`config.mk`:
```
export PLATFORM = sky130hd
export DESIGN_NAME = chseq_top
export DESIGN_NICKNAME = d
export VERILOG_FILES = /design/src/rtl/chseq_pkg.sv /design/src/rtl/chseq_arbiter.sv /design/src/rtl/chseq_pcunit.sv /design/src/rtl/chseq_pfbuf.sv /design/src/rtl/chseq_top.sv
export SDC_FILE = /design/constraint.sdc
export NUM_CORES = 1
export LEC_CHECK = 0
export CAP_MARGIN = 20
export CORE_ASPECT_RATIO = 0.5
export CORE_UTILIZATION = 35
export CTS_BUF_LIST = sky130_fd_sc_hd__clkbuf_16
export DETAILED_ROUTE_END_ITERATION = 12
export DONT_BUFFER_PORTS = 1
export PLACE_DENSITY_LB_ADDON = 0.1
export SLEW_MARGIN = 20
export SYNTH_ARGS = -nofsm -noshare
export SYNTH_HDL_FRONTEND = slang
export SYNTH_SLANG_ARGS = --single-unit
```
`constraint.sdc`:
```
create_clock -name clk -period 2.6 [get_ports clk]
set_clock_uncertainty 0.1 [all_clocks]
set_input_delay 0.39 -clock clk [delete_from_list [all_inputs] [get_ports clk]]
set_output_delay 0.39 -clock clk [all_outputs]
set_load 0.02 [all_outputs]
```
`src/rtl/chseq_pkg.sv`:
```
package chseq_pkg;

  // order field of a program doubleword (top two bits)
  typedef enum logic [1:0] {
    OP_READ  = 2'b00,
    OP_WRITE = 2'b01,
    OP_JUMP  = 2'b10,
    OP_END   = 2'b11
  } chseq_op_e;

  typedef enum logic [2:0] {
    S_IDLE,
    S_TBL,
    S_TBLW,
    S_FET,
    S_FETW,
    S_DEC,
    S_XFER,
    S_WB
  } chseq_state_e;

  typedef enum logic [1:0] {
    PF_IDLE,
    PF_REQ,
    PF_WAIT
  } chseq_pf_e;

endpackage

```
`src/rtl/chseq_arbiter.sv`:
```
module chseq_arbiter #(
  parameter int NDEV = 8,
  parameter int IW   = 3
) (
  input  logic [NDEV-1:0] req,
  output logic            any,
  output logic [NDEV-1:0] onehot,
  output logic [IW-1:0]   idx
);

  // fixed priority: the lowest index wins, so scan from the top down
  always_comb begin
    any    = 1'b0;
    onehot = '0;
    idx    = '0;
    for (int i = NDEV - 1; i >= 0; i--) begin
      if (req[i]) begin
        any       = 1'b1;
        onehot    = '0;
        onehot[i] = 1'b1;
        idx       = IW'(i);
      end
    end
  end

endmodule

```
`src/rtl/chseq_pcunit.sv`:
```
module chseq_pcunit #(
  parameter int AW = 16
) (
  input  logic          clk,
  input  logic          rst_n,
  input  logic          load,
  input  logic [AW-1:0] load_val,
  input  logic          inc,
  output logic [AW-1:0] pc
);

  logic [AW-1:0] pc_q;

  function automatic logic [AW-1:0] step(input logic [AW-1:0] v);
    return v + AW'(1);
  endfunction

  always_ff @(posedge clk or negedge rst_n) begin
    if (!rst_n)    pc_q <= '0;
    else if (load) pc_q <= load_val;
    else if (inc)  pc_q <= step(pc_q);
  end

  assign pc = pc_q;

endmodule

```
`src/rtl/chseq_pfbuf.sv`:
```
module chseq_pfbuf #(
  parameter int DW = 32
) (
  input  logic          clk,
  input  logic          rst_n,
  input  logic          fill,
  input  logic [DW-1:0] fill_data,
  input  logic          take,
  output logic          full,
  output logic [DW-1:0] data
);

  logic          full_q;
  logic [DW-1:0] data_q;

  always_ff @(posedge clk or negedge rst_n) begin
    if (!rst_n) begin
      full_q <= 1'b0;
      data_q <= '0;
    end else if (fill) begin
      full_q <= 1'b1;
      data_q <= fill_data;
    end else if (take) begin
      full_q <= 1'b0;
    end
  end

  assign full = full_q;
  assign data = data_q;

endmodule

```
`src/rtl/chseq_top.sv`:
```
module chseq_top
  import chseq_pkg::*;
#(
  parameter int          NDEV     = 8,
  parameter int          AW       = 16,
  parameter int          DW       = 32,
  parameter int unsigned TBL_BASE = 32'h0000_00F0
) (
  input  logic            clk,
  input  logic            rst_n,
  input  logic [NDEV-1:0] dev_req,
  output logic [NDEV-1:0] dev_grant,
  output logic            cmd_valid,
  output logic            cmd_write,
  output logic [DW-3:0]   cmd_count,
  input  logic            dev_done,
  output logic            mem_req_valid,
  input  logic            mem_req_ready,
  output logic            mem_req_write,
  output logic [AW-1:0]   mem_req_addr,
  output logic [DW-1:0]   mem_req_wdata,
  input  logic            mem_rsp_valid,
  input  logic [DW-1:0]   mem_rsp_data
);

  localparam int IW = (NDEV > 1) ? $clog2(NDEV) : 1;
  localparam int CW = DW - 2;

  // ---------------- helpers ----------------
  function automatic logic [AW-1:0] tbl_addr(input logic [IW-1:0] i);
    return AW'(TBL_BASE) + AW'(i);
  endfunction

  function automatic chseq_op_e word_op(input logic [DW-1:0] w);
    return chseq_op_e'(w[DW-1 -: 2]);
  endfunction

  function automatic logic [AW-1:0] word_tgt(input logic [DW-1:0] w);
    return w[AW-1:0];
  endfunction

  function automatic logic [CW-1:0] word_cnt(input logic [DW-1:0] w);
    return w[CW-1:0];
  endfunction

  // ---------------- state ----------------
  chseq_state_e    state_q;
  chseq_pf_e       pf_st_q;
  logic [NDEV-1:0] grant_q;
  logic [IW-1:0]   gidx_q;
  logic [DW-1:0]   act_q;
  logic            done_seen_q;

  // ---------------- sub-blocks ----------------
  logic            arb_any;
  logic [NDEV-1:0] arb_oh;
  logic [IW-1:0]   arb_idx;

  chseq_arbiter #(.NDEV(NDEV), .IW(IW)) u_arb (
    .req    (dev_req),
    .any    (arb_any),
    .onehot (arb_oh),
    .idx    (arb_idx)
  );

  logic          pc_load;
  logic [AW-1:0] pc_load_val;
  logic          pc_inc;
  logic [AW-1:0] pc;

  chseq_pcunit #(.AW(AW)) u_pc (
    .clk      (clk),
    .rst_n    (rst_n),
    .load     (pc_load),
    .load_val (pc_load_val),
    .inc      (pc_inc),
    .pc       (pc)
  );

  logic          buf_fill;
  logic          buf_take;
  logic          buf_full;
  logic [DW-1:0] buf_data;

  chseq_pfbuf #(.DW(DW)) u_buf (
    .clk       (clk),
    .rst_n     (rst_n),
    .fill      (buf_fill),
    .fill_data (mem_rsp_data),
    .take      (buf_take),
    .full      (buf_full),
    .data      (buf_data)
  );

  // ---------------- named events ----------------
  chseq_op_e     act_op;
  logic          mem_acc;
  logic          tbl_rsp_go;
  logic          prog_fetch_go;
  logic          pf_fetch_go;
  logic          cmd_fire;
  logic          jump_go;
  logic          end_go;
  logic          wb_go;
  logic          xfer_exit;
  logic [AW-1:0] jump_tgt;

  assign act_op        = word_op(act_q);
  assign jump_tgt      = word_tgt(act_q);
  assign mem_acc       = mem_req_valid & mem_req_ready;
  assign tbl_rsp_go    = (state_q == S_TBLW) & mem_rsp_valid;
  assign prog_fetch_go = (state_q == S_FET) & mem_acc;
  assign pf_fetch_go   = (state_q == S_XFER) & (pf_st_q == PF_REQ) & mem_acc;
  assign cmd_fire      = (state_q == S_DEC) & ((act_op == OP_READ) | (act_op == OP_WRITE));
  assign jump_go       = (state_q == S_DEC) & (act_op == OP_JUMP);
  assign end_go        = (state_q == S_DEC) & (act_op == OP_END);
  assign wb_go         = (state_q == S_WB) & mem_acc;
  assign buf_fill      = (state_q == S_XFER) & (pf_st_q == PF_WAIT) & mem_rsp_valid;
  assign xfer_exit     = (state_q == S_XFER) & (done_seen_q | dev_done) & buf_full;
  assign buf_take      = xfer_exit;

  // program counter control
  assign pc_load     = tbl_rsp_go | jump_go;
  assign pc_load_val = tbl_rsp_go ? mem_rsp_data[AW-1:0] : jump_tgt;
  assign pc_inc      = prog_fetch_go | pf_fetch_go;

  // ---------------- memory request ----------------
  always_comb begin
    mem_req_valid = 1'b0;
    mem_req_write = 1'b0;
    mem_req_addr  = pc;
    mem_req_wdata = '0;
    case (state_q)
      S_TBL: begin
        mem_req_valid = 1'b1;
        mem_req_addr  = tbl_addr(gidx_q);
      end
      S_FET: begin
        mem_req_valid = 1'b1;
      end
      S_XFER: begin
        mem_req_valid = (pf_st_q == PF_REQ);
      end
      S_WB: begin
        mem_req_valid = 1'b1;
        mem_req_write = 1'b1;
        mem_req_addr  = tbl_addr(gidx_q);
        mem_req_wdata = DW'(pc);
      end
      default: ;
    endcase
  end

  // ---------------- device side ----------------
  assign cmd_valid = cmd_fire;
  assign cmd_write = (act_op == OP_WRITE);
  assign cmd_count = word_cnt(act_q);
  assign dev_grant = grant_q;

  // ---------------- sequencer ----------------
  always_ff @(posedge clk or negedge rst_n) begin
    if (!rst_n) begin
      state_q     <= S_IDLE;
      pf_st_q     <= PF_IDLE;
      grant_q     <= '0;
      gidx_q      <= '0;
      act_q       <= '0;
      done_seen_q <= 1'b0;
    end else begin
      case (state_q)
        S_IDLE: begin
          if (arb_any) begin
            grant_q <= arb_oh;
            gidx_q  <= arb_idx;
            state_q <= S_TBL;
          end
        end
        S_TBL:  if (mem_acc) state_q <= S_TBLW;
        S_TBLW: if (mem_rsp_valid) state_q <= S_FET;
        S_FET:  if (mem_acc) state_q <= S_FETW;
        S_FETW: begin
          if (mem_rsp_valid) begin
            act_q   <= mem_rsp_data;
            state_q <= S_DEC;
          end
        end
        S_DEC: begin
          if (cmd_fire) begin
            pf_st_q     <= PF_REQ;
            done_seen_q <= 1'b0;
            state_q     <= S_XFER;
          end else if (jump_go) begin
            state_q <= S_FET;
          end else if (end_go) begin
            state_q <= S_WB;
          end
        end
        S_XFER: begin
          if (pf_fetch_go) pf_st_q <= PF_WAIT;
          if (buf_fill)    pf_st_q <= PF_IDLE;
          if (dev_done)    done_seen_q <= 1'b1;
          if (xfer_exit) begin
            act_q   <= buf_data;
            state_q <= S_DEC;
          end
        end
        S_WB: begin
          if (wb_go) begin
            grant_q <= '0;
            state_q <= S_IDLE;
          end
        end
        default: state_q <= S_IDLE;
      endcase
    end
  end

endmodule

```
==> results.json, run 1 <==
{
  "fp.dieArea_sq_um": 15600,
  "path_buf_inv": 2,
  "violations": "negative hold slack",
  "area_delta_synth_final_pct": 5.18,
  "first_pass_iters": 4,
  "route.detailed.drc": 0,
  "n_antenna_cell": 0,
  "io_pins": 135,
  "place_inst": 707,
  "synth_seq_area_share_pct": 46.4,
  "fin_crit_ps": 2400,
  "worstPathArrival_ps": 1910,
  "synth_edf_count": 0,
  "design_area_sq_um": 5560,
  "core_sq_um": 14600,
  "grt_pass1_vias": 3405,
  "cts_sinks": 98,
  "async_reset_ff_share_pct": 100,
  "final_nets": 566,
  "htreeDepth": 3,
  "final_layout_size_suffix_gt1_share_pct": 15.6,
  "routed_wl_microns": 13000,
  "grt_use_total_pct": 17.5,
  "grt_first_pass_wirelength_microns": 20400,
  "fmax_mhz": 416,
  "grt_setup_unrepaired": "false",
  "wire_per_inst_microns": 18.0,
  "ff2ff_path_depth": 5,
  "setup_viol": 0,
  "slowest_delay_ps": 490,
  "syn-instance-count": 556,
  "cp_max_fo": 18,
  "path_depth": 4,
  "grt_overflow": 0,
  "antenna_found_initial": 0,
  "vias": 3721,
  "cts.clk_slew.worst_paths_ps": 70,
  "clk_latency_ps": 350,
  "maxSlewViolCount": 0,
  "seq_area_sq_um": 2450,
  "max-vdd-ir-drop_mv": 0.383,
  "syn_avg_cell_area_sq_um": 9.51,
  "whs_ps": -363,
  "synth-seq-cells": 98,
  "ys_types": 53,
  "die_x_microns": 176,
  "startpoint_type": "register",
  "dpl.hpwl_microns": 8810,
  "path_delay_family": "simple AND/OR/NAND/NOR gates",
  "drt_iter0_markers": 211,
  "synth-main-ff-cell": "dfrtp_1",
  "clock_path_buffers": 2,
  "grt_max_degree": 99,
  "yosys_warnings": 0,
  "cts_tree": "built",
  "vias_per_cell": 5.15,
  "path_class": "register to output pin",
  "numCtsBuffers": 9,
  "crit_slowest_cell": "dfrtp_1",
  "cellPowerDensity_nw_per_um2": 1320,
  "root_buffer": "clkbuf_16",
  "rows": 31,
  "synthesis.area_sq_um": 5290,
  "maxSlewHeadroom_pct": 64.6,
  "fin_tns_setup_ps": 0,
  "ant_nets": 0,
  "fill_cells": 1502,
  "place_area_sq_um": 5250,
  "place_congestion": 0.750,
  "period_share_pct": 92.4,
  "p_total_w": 0.00735,
  "outcome": "complete, but fails checks",
  "worstMarginPinSlew_ps": 531,
  "initial_core_util_pct": 36.2,
  "fin_cells": 723,
  "setup.worst_path.end_class": "output pin",
  "die_y_microns": 88.9,
  "hold_class": "primary input to async pin",
  "crit_path_cell_trace": "buf_4 > nand3_1 > clkinvlp_4 > and2_1",
  "cp_data_required_time_ps": 2110,
  "finalHoldViolCount": 98,
  "p_leak_nw": 2.32,
  "max_cap_viol_count": 0,
  "port_buffers": 0,
  "multi_input_area_sq_um": 2370
}
-- layer usage --
| metal | global-route usage (%) | wire (microns) | vias up |
|---|---|---|---|
| met5 | 0 | 0 | - |
| met4 | 3.56 | 105 | 0 |
| met3 | 5.74 | 946 | 10 |
| met2 | 25.1 | 5350 | 119 |
| met1 | 25.4 | 6640 | 1823 |
| li1 | - | - | 1769 |
-- path summary, 6_finish.rpt --
check / startpoint / endpoint / slack (ps)
worst max-delay path: state_q[0] / mem_req_wdata[7] / 200
worst min-delay path: rst_n / u_pc.pc[14] / -360
worst max register to register: state_q[0] / dev_grant[1] / 460
worst min register to register: u_buf.data[17] / u_buf.data[17] / 390
max in group asynchronous: rst_n / u_buf.data[30] / 2580
min in group clk: dev_req[0] / gidx_q[0] / 30
-- where the power goes --
| part | switching [W] | internal, W |
|---|---|---|
| clock | 0.000647 | 0.000765 |
| combinational | 0.00166 | 0.00106 |
| sequential | 0.000995 | 0.00223 |
-- worst register-to-register path, stage by stage (launching register included) --
cell     delay, ps
dfrtp_1        490
buf_4          220
nor3_1         390
o21ai_2        180
o21ai_2        260
mux2_2         400
-- repair_timing --
action / in CTS / in global routing
resized for setup: 0 / 1
setup endpoints to repair: 0 / 15
hold endpoints to repair: 98 / 98
setup buffers: 0 / 0
-- Yosys cell counts (all sizes together) (10+ instances only) --
cell type | count | area, sq um
a21oi | 13 | 65.1
and2 | 24 | 150
a31oi | 35 | 219
xor2 | 10 | 87.6
nand3 | 15 | 75.1
o21ai | 25 | 133
nor2 | 49 | 191
nand2 | 92 | 345
clkbuf | 13 | 48.8
buf | 62 | 440
mux2 | 44 | 499
inv | 11 | 41.3
dfrtp | 98 | 2450
-- through the flow --
stage                     setup WS [ps]  util [%]  hold WS (ps)
after detailed placement            410      36.0         -1.62
final                               198      38.1          -363
after global routing               73.7      38.1          -390
after global placement              474      36.0         -1.20
after floorplan                     576         -         -5.59
after CTS                          83.7      38.1          -384
-- logic make-up after synthesis --
logic type,count (synthesis),share of synthesized area [%]
adders and majority gates,1,0.237
muxes,46,9.82
other,1,0.0710
and+or+nand+nor,212,19.2
DFF,98,46.4
xor gates and xnor gates,14,2.32
AOI/OAI and AO/OA,98,11.9
buffers and inverters,86,10.0
-- final cells by class --
type	instances	share of cell area, %
Clock buffer	9	4.05
Clock inverter	7	1.51
Inverter	11	0.810
Multi-Input combinational cell	387	42.6
Sequential cell	98	44.1
Tap cell	198	4.46
Timing Repair Buffer	13	2.43
-- layout by cell type (no fill, tap or decap), types with 2 or more instances in the layout --
| cell | synthesis | final |
|---|---|---|
| xor2_1 | 10 | 10 |
| a21oi_1 | 13 | 12 |
| o21ai_0 | 21 | 21 |
| a211oi_1 | 3 | 3 |
| conb_1 | 1 | 16 |
| mux2i_1 | 2 | 2 |
| o21a_1 | 2 | 2 |
| or4_4 | 2 | 2 |
| and2_1 | 24 | 24 |
| mux2_1 | 4 | 4 |
| and4_1 | 3 | 3 |
| nand2_1 | 92 | 92 |
| buf_4 | 51 | 10 |
| dfrtp_1 | 98 | 98 |
| inv_6 | 0 | 2 |
| nand4_1 | 6 | 6 |
| o21ai_2 | 2 | 2 |
| o22ai_1 | 7 | 7 |
| a31oi_1 | 35 | 35 |
| clkinvlp_4 | 0 | 2 |
| nand3_1 | 15 | 15 |
| inv_1 | 11 | 10 |
| nor2b_1 | 3 | 3 |
| buf_12 | 0 | 3 |
| xnor2_1 | 4 | 4 |
| nor3_1 | 3 | 3 |
| a21o_1 | 2 | 2 |
| clkbuf_16 | 0 | 9 |
| mux2_2 | 39 | 39 |
| o31ai_1 | 2 | 2 |
| nor2_1 | 48 | 48 |
| clkinv_4 | 0 | 2 |
| o21ai_1 | 2 | 2 |
| nand2b_1 | 7 | 7 |
-- sequential cells by signal, summed over array words and instances (netlist names) --
name         flops
done_seen_q      1
u_buf.data      32
act_q           32
state_q          3
dev_grant        8
u_buf.full       1
gidx_q           3
u_pc.pc         16
pf_st_q          2
No activity file was read; power rests on OpenSTA's default activity.
==> run 2: changes to the inputs <==
CAP_MARGIN = 10   (was 20)
SYNTH_HIERARCHICAL = 1   (was unset)
==> run 2 against run 1 <==
Against the previous run: the flow still finishes with violations (negative hold slack); maximum frequency grew 1.3%; non-clock buffer count grew 3; combinational power shrank 3%; wire length shrank 1.7%; power shrank 4.3%.
==> results.json, run 2 <==
{
  "outcome": "complete, but fails checks",
  "violations": "negative hold slack",
  "worstPathArrival_ps": 1880,
  "cts_tree": "built",
  "grt.met1_usage_pct": 22.7,
  "area_delta_synth_final_pct": 3.94,
  "core_sq_um": 16400,
  "grtUsageMet2_pct": 21.8,
  "slowest_delay_ps": 610,
  "synth-seq-cells": 98,
  "synthesis.area_sq_um": 5900,
  "antenna_found_initial": 0,
  "seq_area_sq_um": 2450,
  "yosys_warnings": 6,
  "setup_viol": 0,
  "cellPowerDensity_nw_per_um2": 1150,
  "htreeDepth": 3,
  "grt_use_total_pct": 15.5,
  "final_cell_mix": "dfrtp_1 (98), mux2_2 (73), mux2_4 (53)",
  "synth_commonest_cells": "dfrtp_1 (98), mux2_2 (73), mux2_4 (53)",
  "synth_seq_area_share_pct": 41.5,
  "vias": 3350,
  "setup.worst_path.end_class": "output pin",
  "path_buf_inv": 1,
  "routed_wl_microns": 12800,
  "r2r-end": "u_pc/pc[15]",
  "path_depth": 4,
  "grt_overflow": 0,
  "maxSlewViolCount": 0,
  "numCtsBuffers": 9,
  "grt_first_pass_wirelength_microns": 20100,
  "post_cts_resized": 0,
  "path_class": "register to output pin",
  "cts_sinks": 98,
  "multi_input_area_sq_um": 2910,
  "grt_busiest_layer": "met1",
  "crit_slowest_cell": "dfrtp_1",
  "wire_per_inst_microns": 18.6,
  "root_buffer": "clkbuf_16",
  "ant_nets": 0,
  "clkPwrFrac_pct": 19.9,
  "maxSlewHeadroom_pct": 64.2,
  "rows": 33,
  "place_congestion": 0.752,
  "die_x_microns": 186,
  "met3_usage_pct": 4.96,
  "p_seq_share_pct": 42.4,
  "fill_cells": 1640,
  "port_buffers": 0,
  "rrSetupSlack_ps": 340,
  "p_leak_nw": 2.68,
  "initial_core_util_pct": 35.9,
  "switchingPower_w": 0.00290,
  "clock_path_buffers": 2,
  "grt_pass1_vias": 3361,
  "max-vdd-ir-drop_mv": 0.393,
  "crit_path_cell_trace": "xnor2_1 > nand2_1 > buf_4 > and2_1",
  "dpl.hpwl_microns": 8830,
  "finalWorstSetupSlack_ps": 229,
  "layout_commonest_cell": "dfrtp_1",
  "synth-main-ff-cell": "dfrtp_1",
  "hold_class": "primary input to async pin",
  "final_nets": 502,
  "drt_iter0_markers": 118,
  "max_cap_viol_count": 0,
  "p_sw_share_pct": 41.2,
  "synth_edf_count": 0,
  "combPwrFrac_pct": 37.7,
  "whs_ps": -371,
  "ff2ff_path_depth": 7,
  "vias_per_cell": 4.87,
  "io_pins": 135,
  "finalHoldViolCount": 98,
  "ys_types": 58,
  "worstMarginPinSlew_ps": 533,
  "first_pass_iters": 6,
  "cp_max_fo": 15,
  "fin_crit_ps": 2370,
  "fin_tns_setup_ps": 0,
  "n_antenna_cell": 0,
  "synth.most_common_cell": "dfrtp_1",
  "clk_latency_ps": 350,
  "cts.clk_slew.worst_paths_ps": 70,
  "synth_top_area_share_pct": 41.5,
  "die_y_microns": 93.8,
  "grt_setup_unrepaired": "false",
  "async_reset_ff_share_pct": 100,
  "syn_avg_cell_area_sq_um": 12.1,
  "period_share_pct": 91.2,
  "power.internal_w": 0.00414,
  "fp.dieArea_sq_um": 17400,
  "synth_area_leader_cell": "dfrtp_1",
  "post_cts_buffers": 0,
  "cp_data_required_time_ps": 2110,
  "r2r_start": "state_q[2]",
  "fmax_mhz": 422,
  "final_layout_size_suffix_gt1_share_pct": 38.6,
  "path_delay_family": "flip-flops",
  "route.detailed.drc": 0,
  "synth_area_leaders": "dfrtp_1 (42%), mux2_2 (14%), mux2_4 (13%)",
  "grt_max_degree": 99,
  "post-place-ws_ps": 362,
  "syn-instance-count": 486,
  "startpoint_type": "register"
}
[run 2: cell count changes after synthesis, sizes merged, moves of 7 or more]
cell   before  now
nor2       49   12
mux2       44  126
a31oi      35    3
nand2      92   23
a21oi      13    5
nor2b       3   14
nand3      15    6
o22ai       7    0
[run 2: per-stage QoR]
step           hold slack (ps)  util, %  area (sq um)  cells  total power [W]
6_report                  -371     37.3          6140    688          0.00704
5_1_grt                   -398     37.3          6140    688          0.00752
4_1_cts                   -394     37.3          6140    688          0.00715
3_5_place_dp             -4.29     35.5          5840    672          0.00571
3_3_place_gp             -3.49     35.5          5840    672          0.00570
2_1_floorplan            -5.59        -          5960    501          0.00544
[run 2: logic make-up (layout without fill, tap and decap cells)]
logic type	after synthesis	in the layout	synth area share (%)
adder cells (fa/ha/maj)	1	1	0.212
AO/OA/AOI/OAI	42	42	4.98
buffers and inverters	81	41	10.2
AND/OR/NAND/NOR	121	121	13.2
multiplexers	129	129	27.9
flip-flops	98	98	41.5
other	1	16	0.0635
XOR/XNOR	13	13	1.93
[run 2: layout make-up]
| cell class | instances | share of cell area, % |
|---|---|---|
| Clock buffer | 9 | 3.67 |
| Clock inverter | 7 | 1.22 |
| Inverter | 9 | 0.550 |
| Multi-Input combinational cell | 322 | 47.4 |
| Sequential cell | 98 | 40.0 |
| Tap cell | 227 | 4.63 |
| Timing Repair Buffer | 16 | 2.57 |
[run 2: worst max path at each step]
stage,startpoint,end
after floorplan,state_q[0],u_pc/pc[15]
after global placement,state_q[1],u_pc/pc[14]
after detailed placement,state_q[2],u_pc/pc[12]
after CTS,state_q[1],mem_req_addr[10]
after global routing,state_q[1],mem_req_addr[12]
final,state_q[1],mem_req_addr[10]
[run 2: metal layers]
| layer | vias up | wire [microns] |
|---|---|---|
| met4 | 0 | 120 |
| met1 | 1662 | 6690 |
| met5 | - | 0 |
| li1 | 1576 | - |
| met2 | 105 | 5200 |
| met3 | 7 | 805 |
[run 2: power by group through the flow]
stage / clock, W / combinational (W) / sequential (W)
after floorplan: 0 / 0.00297 / 0.00248
after global placement: 0 / 0.00268 / 0.00302
after detailed placement: 0 / 0.00268 / 0.00303
after CTS: 0.00146 / 0.00269 / 0.00301
after global routing: 0.00152 / 0.00291 / 0.00309
final: 0.00140 / 0.00265 / 0.00298
